==> src/rtl/ring_xfer_unit.sv <==
module ring_xfer_unit #(
  parameter int RW = 3,
  parameter int SW = 8,
  parameter int WW = 12,
  parameter int NPR = 4,
  parameter int TRAP_SEG = 0,
  parameter int TRAP_WORD = 64
) (
  input  logic               clk,
  input  logic               rst_n,
  input  logic [2:0]         op,
  input  logic [SW-1:0]      tgt_seg,
  input  logic [WW-1:0]      tgt_word,
  input  logic [RW-1:0]      eff_ring,
  input  logic [RW-1:0]      br_r1,
  input  logic [RW-1:0]      br_r2,
  input  logic [RW-1:0]      br_r3,
  input  logic               tgt_gate,
  output logic [RW-1:0]      ip_ring,
  output logic [SW-1:0]      ip_seg,
  output logic [WW-1:0]      ip_word,
  output logic [NPR*RW-1:0]  pr_ring,
  output logic [NPR*SW-1:0]  pr_seg,
  output logic [NPR*WW-1:0]  pr_word,
  output logic [RW-1:0]      sv_ring,
  output logic [SW-1:0]      sv_seg,
  output logic [WW-1:0]      sv_word,
  output logic               trap,
  output logic [2:0]         trap_cause,
  output logic               priv_grant
);
  localparam logic [2:0] OP_CALL = 3'd1, OP_RET = 3'd2, OP_PRIV = 3'd3, OP_REST = 3'd4;
  localparam logic [2:0] C_NONE = 3'd0, C_ACCV = 3'd1, C_UPCALL = 3'd2, C_DNRET = 3'd3, C_PRIV = 3'd4;

  logic [RW-1:0] prr [NPR];
  logic [SW-1:0] prs [NPR];
  logic [WW-1:0] prw [NPR];

  wire is_call = (op == OP_CALL);
  wire is_ret  = (op == OP_RET);
  wire is_priv = (op == OP_PRIV) || (op == OP_REST);
  wire ring0   = (ip_ring == '0);
  wire [RW-1:0] call_ring = (eff_ring <= br_r2) ? eff_ring : br_r2;

  logic [2:0] cause;
  always_comb begin
    cause = C_NONE;
    if (is_call) begin
      if (eff_ring > ip_ring)                     cause = C_ACCV;
      else if (eff_ring < br_r1)                  cause = C_UPCALL;
      else if (eff_ring > br_r3)                  cause = C_ACCV;
      else if (tgt_seg != ip_seg && !tgt_gate)    cause = C_ACCV;
    end else if (is_ret) begin
      if (eff_ring < ip_ring)                     cause = C_DNRET;
    end else if (is_priv && !ring0) begin
      cause = C_PRIV;
    end
  end
  wire fault = (cause != C_NONE);

  always_ff @(posedge clk) begin
    if (!rst_n) begin
      ip_ring <= '0; ip_seg <= '0; ip_word <= '0;
      sv_ring <= '0; sv_seg <= '0; sv_word <= '0;
      trap <= 1'b0; trap_cause <= C_NONE; priv_grant <= 1'b0;
      for (int i = 0; i < NPR; i++) begin
        prr[i] <= '0; prs[i] <= '0; prw[i] <= '0;
      end
    end else begin
      trap       <= fault;
      trap_cause <= cause;
      priv_grant <= is_priv && !fault;
      if (fault) begin
        sv_ring <= ip_ring; sv_seg <= ip_seg; sv_word <= ip_word;
        ip_ring <= '0;
        ip_seg  <= SW'(TRAP_SEG);
        ip_word <= WW'(TRAP_WORD);
      end else if (is_call) begin
        ip_ring <= call_ring; ip_seg <= tgt_seg; ip_word <= tgt_word;
        prr[0] <= call_ring;
        prs[0] <= SW'(call_ring);
        prw[0] <= '0;
      end else if (is_ret) begin
        ip_ring <= eff_ring; ip_seg <= tgt_seg; ip_word <= tgt_word;
        for (int i = 0; i < NPR; i++)
          if (prr[i] < eff_ring) prr[i] <= eff_ring;
      end else if (op == OP_REST) begin
        ip_ring <= sv_ring; ip_seg <= sv_seg; ip_word <= sv_word;
      end
    end
  end

  for (genvar g = 0; g < NPR; g++) begin : g_flat
    assign pr_ring[g*RW +: RW] = prr[g];
    assign pr_seg[g*SW +: SW]  = prs[g];
    assign pr_word[g*WW +: WW] = prw[g];
  end
endmodule

==> config.mk <==
export PLATFORM = sky130hd
export DESIGN_NAME = ring_xfer_unit
export DESIGN_NICKNAME = d
export VERILOG_FILES = /design/src/rtl/ring_xfer_unit.sv
export SDC_FILE = /design/constraint.sdc
export NUM_CORES = 1
export LEC_CHECK = 0
export ABC_AREA = 1
export BUFFER_PORTS_ARGS = -buffer_cell sky130_fd_sc_hd__buf_2
export CORE_ASPECT_RATIO = 0.9
export CORE_MARGIN = 2
export CORE_UTILIZATION = 49
export CTS_BUF_LIST = sky130_fd_sc_hd__clkbuf_8
export DETAILED_ROUTE_END_ITERATION = 12
export HOLD_SLACK_MARGIN = 0.08
export MAX_ROUTING_LAYER = met4
export PLACE_DENSITY = 0.83
export SLEW_MARGIN = 20
export SYNTH_ARGS = -nofsm -noshare
export SYNTH_HDL_FRONTEND = slang
export SYNTH_SLANG_ARGS = --single-unit
==> constraint.sdc <==
create_clock -name clk -period 3.4 [get_ports clk]
set_clock_uncertainty 0.2 [all_clocks]
set_input_delay 0.68 -clock clk [delete_from_list [all_inputs] [get_ports clk]]
set_output_delay 0.68 -clock clk [all_outputs]
set_load 0.03 [all_outputs]
Yosys cells after proc, flatten, opt, wreduce, memory -nomap -nowiden
Memories as Yosys holds them, arrays and structs flattened.
Index checks and enable logic that the tools add are counted.
{ "classes": {"magnitude_cmp": 9, "n_eq_ne": 5, "mux": 54, "n_bitwise": 7, "reduce_logical": 12} }
{ "op_table": {"columns": ["cell", "count"], "rows": [
  ["$mux 3", 13],
  ["$mux 12", 3],
  ["$mux 1", 31],
  ["$mux 8", 3],
  ["$lt 3x3->1", 6],
  ["$ne 8x8->1", 1],
  ["$mux 7", 1],
  ["$eq 3x2->1 const B", 2],
  ["$gt 3x3->1", 2],
  ["$mux 2", 3],
  ["$or 1x1->1", 6],
  ["$reduce_bool 3->1", 2],
  ["$reduce_bool 4->1", 1],
  ["$eq 3x1->1 const B", 1],
  ["$eq 3x3->1 const B", 1],
  ["$le 3x3->1", 1],
  ["$logic_and 1x1->1", 3],
  ["$logic_not 1->1", 3],
  ["$logic_not 3->1", 1],
  ["$reduce_or 2->1", 1],
  ["$logic_or 1x1->1", 1],
  ["$not 1->1", 1]
]} }
{ "totals": {"register_bits": 51, "ramBits": 24, "inputBits": 38, "output_inout_bits": 143, "word_cells": 99, "memories": 2} }
{ "mem_list": {"columns": ["memory", "words", "width", "rd", "rd_clocked_by_memory_dff", "wr", "line_no", "rtl"], "rows": [
  ["prr", 4, 3, 4, 0, 4, "35", "logic [RW-1:0] prr [NPR];"],
  ["prs", 4, 3, 4, 0, 4, "36", "logic [SW-1:0] prs [NPR];"]
]} }

Depth between registers and ports, before layout
Gate-level depths: netlist of the first run.
{ "depth": {"ltp_word": 13, "ltp_mapped": 16, "depth_no_buf": 16} }

Worst setup path after synthesis of the first run
No wires, ideal clock.
{ "synth_timing": {"kind": "input-to-reg", "start": "input eff_ring[2]", "end": "memory prr[0][0], enable pin", "setup_time_ns": 0.307, "arrival_ns": 2.131, "t_required_ns": 2.893, "path_slack_ns": 0.762, "cell_stages": 10, "n_path_buf": 1, "path_cell_list": "ha_1 nand2_1 o21ai_1 nand2_1 a21oi_2 nand3_4 nor2_8 buf_6 nand2_1 nand3_1"} }
{ "synth_rtl": {"columns": ["element", "line_no", "rtl"], "rows": [
  ["start: declaration", "14", "input logic [RW-1:0] eff_ring,"],
  ["end: declaration", "35", null]
]} }

==> results of run 1 <==
==> layer usage <==
layer  part of all wire (%)  global-route usage [%]  wire, um
met3                    8.0                    4.11       711
met5                      0                       -         0
met4                    1.3                    8.71       113
met2                     46                    33.3      4110
met1                     44                    25.8      3910
==> synthesized netlist by cell type (2+ instances only) <==
cell type	instances
nand3_1	13
a211oi_1	3
nand2_1	91
buf_4	75
a31oi_1	2
buf_2	5
o211ai_1	3
o22ai_1	3
edfxtp_1	18
xnor2_1	4
nor3_2	2
nor2_1	53
a22oi_1	3
a21oi_1	14
o21ai_0	18
ha_1	19
inv_1	38
buf_6	2
clkbuf_1	3
o21ai_2	9
dfxtp_1	51
a221oi_1	14
inv_2	10
==> state kept, by name, summed over array words and instances, names as in the netlist <==
| register | cells |
|---|---|
| sv_ring | 3 |
| ip_word | 12 |
| priv_grant | 1 |
| ip_ring | 3 |
| prs | 6 |
| trap_cause | 3 |
| sv_word | 12 |
| prr | 12 |
| sv_seg | 8 |
| trap | 1 |
| ip_seg | 8 |
==> power breakdown <==
group	internal, W	total, W	switching, W
clock network	0.000352	0.000648	0.000296
registers	0.000877	0.000899	0.0000220
logic	0.000106	0.000450	0.000344
total	0.00133	0.00200	0.000662
==> through the flow <==
stage / util, % / cell area [um^2]
2_1_floorplan: - / 4160
3_3_place_gp: 55.2 / 4200
3_5_place_dp: 55.2 / 4200
4_1_cts: 57.7 / 4390
5_1_grt: 57.7 / 4390
6_report: 57.7 / 4390
==> layout make-up <==
type | instances | area (um^2)
fill | 724 | 3230
multi-input combinational | 337 | 1780
sequential | 69 | 1560
timing repair buffer | 110 | 561
inverter | 49 | 184
clock buffer | 10 | 138
tap | 96 | 120
clock inverter | 6 | 53.8
==> cells in the final DEF (no fill, tap or decap) <==
cell type,instances
a21oi_2,1
o22ai_1,3
inv_2,10
a21oi_1,14
xnor2_1,4
nand2_1,91
nor3_2,2
o21ai_2,9
clkinv_2,2
buf_4,4
nand3_1,13
nor3_1,1
ha_1,19
nor2_1,53
inv_4,1
bufinv_16,1
dfxtp_1,51
a211oi_1,3
a2111oi_4,1
nand3_4,1
nand2_4,1
conb_1,74
nor2_8,1
edfxtp_1,18
o32ai_2,1
o21ai_0,18
a22oi_1,3
nor2_2,1
nand2_2,1
a31oi_1,2
a221oi_1,14
clkbuf_8,10
clkinv_1,1
inv_1,40
buf_2,106
o211a_1,1
o211ai_1,3
o21ai_1,1
nand4_1,1
==> cell families after synthesis <==
group                      share of synthesized area [%]
xor gates and xnor gates                           0.902
AOI/OAI and AO/OA                                   13.6
adders and majority gates                           6.12
DFF                                                 40.2
and+or+nand+nor                                     18.0
buffers and inverters                               21.1
other                                             0.0965
==> worst min-delay path by stage <==
stage | to | slack (ns) | depth (start not counted)
6_report | sv_word[6] | 0.26 | 2
5_1_grt | sv_seg[2] | 0.29 | 2
4_1_cts | sv_word[6] | 0.27 | 2
3_5_place_dp | sv_word[6] | 0.26 | 2
3_3_place_gp | sv_word[3] | 0.25 | 2
2_1_floorplan | sv_word[6] | 0.38 | 2
==> critical path: stages <==
cell and delay (ns):
buf_2 0.15, ha_1 0.33, nand2_1 0.06, o21ai_1 0.15, nand2_1 0.11, a21oi_2 0.27
nand3_4 0.20, o21ai_0 0.44
==> results.toml, run 1 <==
[outcome]
status = "complete, no violations"

[worst_setup_path]
r2r-end = "prr[2][0]"
endpoint = "prr[2][0]"
rr_startpoint = "ip_ring[1]"
cp.arrival_ns = 2.41
critPathKind = "in -> reg"
worstSetupStartpoint = "eff_ring[2]"
cp_max_fo = 8
endpoint_kind = "flop"
worst_ep_required_time_ns = 3.18
regToRegSetupSlack_ns = 0.78
worstRegToRegCells = 8
worst_setup_path_start_kind = "input pin"

[yosys]
syn_area_per_cell_um2 = 8.30
ys.warnings.count = 0
synth_top_area_share_pct = 26.3
yosysTopAreaCell = "dfxtp_1"
synth_top_flop_cell = "dfxtp_1"
synth_seq_cells = 69
synth.area.top_cells = "dfxtp_1 26%, buf_4 14%, edfxtp_1 14%"
synth_cell_types = 38
syn_area_um2 = 3880
netlist_instances = 468
synth_edf_count = 18
ys_seq_area_share_pct = 40.2
async_flop_share_pct = 0

[power_and_ir_drop]
power_density_nw_per_um2 = 454
ir_worst_vdd_mv = 0.265
p_leak_nw = 2.30
p_total_w = 0.00200

[clock_tree]
htree_levels = 3
post-cts-setup-buffers = 0
cts_buffer_depth = 2
numCtsBuffers = 9
cts.sinks = 69
cts_resized = 0
insertion_delay_ns = 0.34
cts_hold_buf = 0
cts_tree = "done"
clk_pin_slew_ns = 0.07
cts-root-buf = "clkbuf_8"

[place]
dp_hpwl_um = 6680
gp_congestion = 0.881
place_ws_ns = 0.447
dp.cells = 661
io_buffers = 106

[detailed_routing]
wl_per_cell_um = 13.1
drt-vias-per-instance = 4.84
drcViolationCount = 0
drt-total-wl_um = 8840
drtIter0Drc = 133
vias = 3278
drt_pre_antenna_iters = 4
ant_nets = 0

[timing]
final_max_slew_viol_count = 0
rsz0062_at_grt = "false"
worst_slack_ns = 0.776
slew_headroom_pct = 51.7
worst_slew_pin_slew_ns = 0.724
fin_hold_ws_ns = 0.264
clock.fmax_mhz = 381
fin_setup_tns_ns = 0
hold_viol = 0
finalCritPeriodShare_pct = 77.2
min_period_ns = 2.62
finalSetupViolCount = 0

[floorplanning]
core_region_area_um2 = 7620
dieWidth_um = 97.9
die_area_um2 = 8660
start_util_pct = 51.0
die_y_um = 88.5
pin_count = 181
fp-row-count = 30

[run]
drv_cap = 0

[global_route]
overflow = 0
grt_pass1_vias = 2928
grt_max_degree = 24
grt_first_pass_wirelength_um = 13900
antenna_found_initial = 0
grtUsageTotal_pct = 20.7

[finish]
num_antenna_cells = 0
layout-drive-gt1-share_pct = 26.3
nNetsFinal = 633
area_growth_pct = 13.1
final_cells = 677

[hold_path]
hold_path_class = "reg -> reg"
min_from = "ip_word[6]"
No activity file was read; power rests on OpenSTA's default activity.
==> run 2: changes to the inputs <==
Clock period 3.4 ns to 2.7 ns, I/O delays scaled along.
==> results.toml, run 2 (synthesis gave the netlist of run 1 again) <==
[floorplanning]
core_region_area_um2 = 7620
die_area_um2 = 8660
dieWidth_um = 97.9
start_util_pct = 51.0
fp-row-count = 30
die_y_um = 88.5
pin_count = 181

[finish]
area_growth_pct = 15.7
fillers = 684
seq_area_um2 = 1560
nNetsFinal = 647
final_cells = 690
num_antenna_cells = 0
layout-drive-gt1-share_pct = 27.9
top_regs = "ip_word x12, prr x12, sv_word x12"
multi_input_area_um2 = 1780
final_cell_mix = "106 x buf_2, 91 x nand2_1, 74 x conb_1"
layout_commonest_cell = "buf_2"

[timing]
clock.fmax_mhz = 398
worst_slew_pin_slew_ns = 0.732
min_period_ns = 2.51
rsz0062_at_grt = "false"
fin_setup_tns_ns = 0
slew_headroom_pct = 51.1
finalCritPeriodShare_pct = 93.0
finalSetupViolCount = 0
final_max_slew_viol_count = 0
hold_viol = 0

[detailed_routing]
drt-total-wl_um = 9540
vias = 3384
drtIter0Drc = 185
drt-vias-per-instance = 4.90
ant_nets = 0
wl_per_cell_um = 13.8
drt_pre_antenna_iters = 5
drcViolationCount = 0

[worst_setup_path]
rr_startpoint = "ip_ring[2]"
critPathBufInv = 1
regToRegSetupSlack_ns = 0.19
cp.arrival_ns = 2.34
worstSetupStartpoint = "ip_ring[2]"
crit_family = "simple AND/OR/NAND/NOR gates"
cpMaxStageDelayCell = "dfxtp_1"
critical_path.most_common_cell = "nand2_1"
slowest_delay_ns = 0.40
critPathKind = "reg -> reg"
endpoint_kind = "flop"
worstRegToRegCells = 10
cp_max_fo = 8
r2r-end = "prr[0][2]"
worst_ep_required_time_ns = 2.53
cp_cell_sequence = "inv_1 > ha_1 > nand2_1 > o21ai_1 > nand2_1 > a21oi_2 > nand3_4 > nor2_8 > nand2_1 > nand3_1"
worst_setup_path_start_kind = "flop"

[clock_tree]
cts_buffer_depth = 2
numCtsBuffers = 9
cts_hold_buf = 0
cts_tree = "done"
post-cts-setup-buffers = 0
cts-root-buf = "clkbuf_8"
clk_pin_slew_ns = 0.07
cts.sinks = 69
htree_levels = 3
insertion_delay_ns = 0.33

[hold_path]
hold_path_depth = 3
hold-path-endpoint = "ip_word[7]"
hold_path_class = "in -> reg"
min_from = "tgt_word[7]"

[power_and_ir_drop]
power_density_nw_per_um2 = 561
p_leak_nw = 2.36
ir_worst_vdd_mv = 0.327

[place]
dp.cells = 675
gp_congestion = 0.908
dp_hpwl_um = 7210
io_buffers = 106

[global_route]
grtUsageTotal_pct = 22.2
grt_max_degree = 24
antenna_found_initial = 0
grt_pass1_vias = 3060
grt_first_pass_wirelength_um = 14900
overflow = 0

[run]
drv_cap = 0

[outcome]
status = "complete, no violations"
-- run 2: cell types whose count changed in the layout (fill, tap and decap cells not counted) --
cell and change:
clkinv_2 -1, nor2_2 +1, nor2_1 -1, buf_4 +14, inv_4 -1, inv_1 +1
-- run 2: repair_timing --
item | CTS | global route
resized for setup | 0 | 1
setup endpoints to repair | 0 | 2
hold endpoints to repair | 0 | 0
-- run 2: metrics by stage --
step	hold slack [ns]	power (W)	area (um^2)	setup slack, ns	utilization (%)
floorplan	0.379	0.00167	4160	0.0640	-
global placement	0.246	0.00172	4310	0.175	56.5
detailed placement	0.258	0.00174	4310	0.0367	56.5
CTS	0.250	0.00253	4490	0.209	58.9
global route	0.270	0.00265	4490	0.0111	59.0
finish	0.267	0.00252	4490	0.189	59.0
-- run 2: area by class of cell --
class | instances | area share, %
sequential | 69 | 34.7
timing repair buffer | 124 | 14.8
multi-input combinational | 337 | 39.6
inverter | 49 | 4.09
clock inverter | 5 | 1.03
tap | 96 | 2.67
clock buffer | 10 | 3.06
-- run 2: how the worst max path moves through the flow --
| stage | end | cells after the start |
|---|---|---|
| after global placement | prr[0][2] | 10 |
| final | prr[0][2] | 10 |
| after global routing | prr[0][2] | 10 |
| after detailed placement | prr[0][2] | 10 |
| after CTS | prr[0][2] | 10 |
| after floorplan | prr[0][0] | 11 |
-- run 2: where the power goes --
part           leakage [nW]  internal [W]  switching, W
Combinational          1.65      0.000148      0.000444
Clock                 0.106      0.000436      0.000360
Sequential            0.604       0.00110     0.0000292
Total                  2.36       0.00169      0.000834
-- run 2: tightest hold or removal path, cell delays in order --
cell and delay (ns):
buf_2 0.08, a221oi_1 0.06, nor2_1 0.09
-- run 2: per-layer routing --
metal  routed length [um]  global-route usage [%]  up-vias
li1                     -                       -     1624
met1                 4100                    26.6     1568
met2                 4650                    37.2      175
met3                  625                    3.95       17
met4                  172                    9.85        0
met5                    0                       -        -
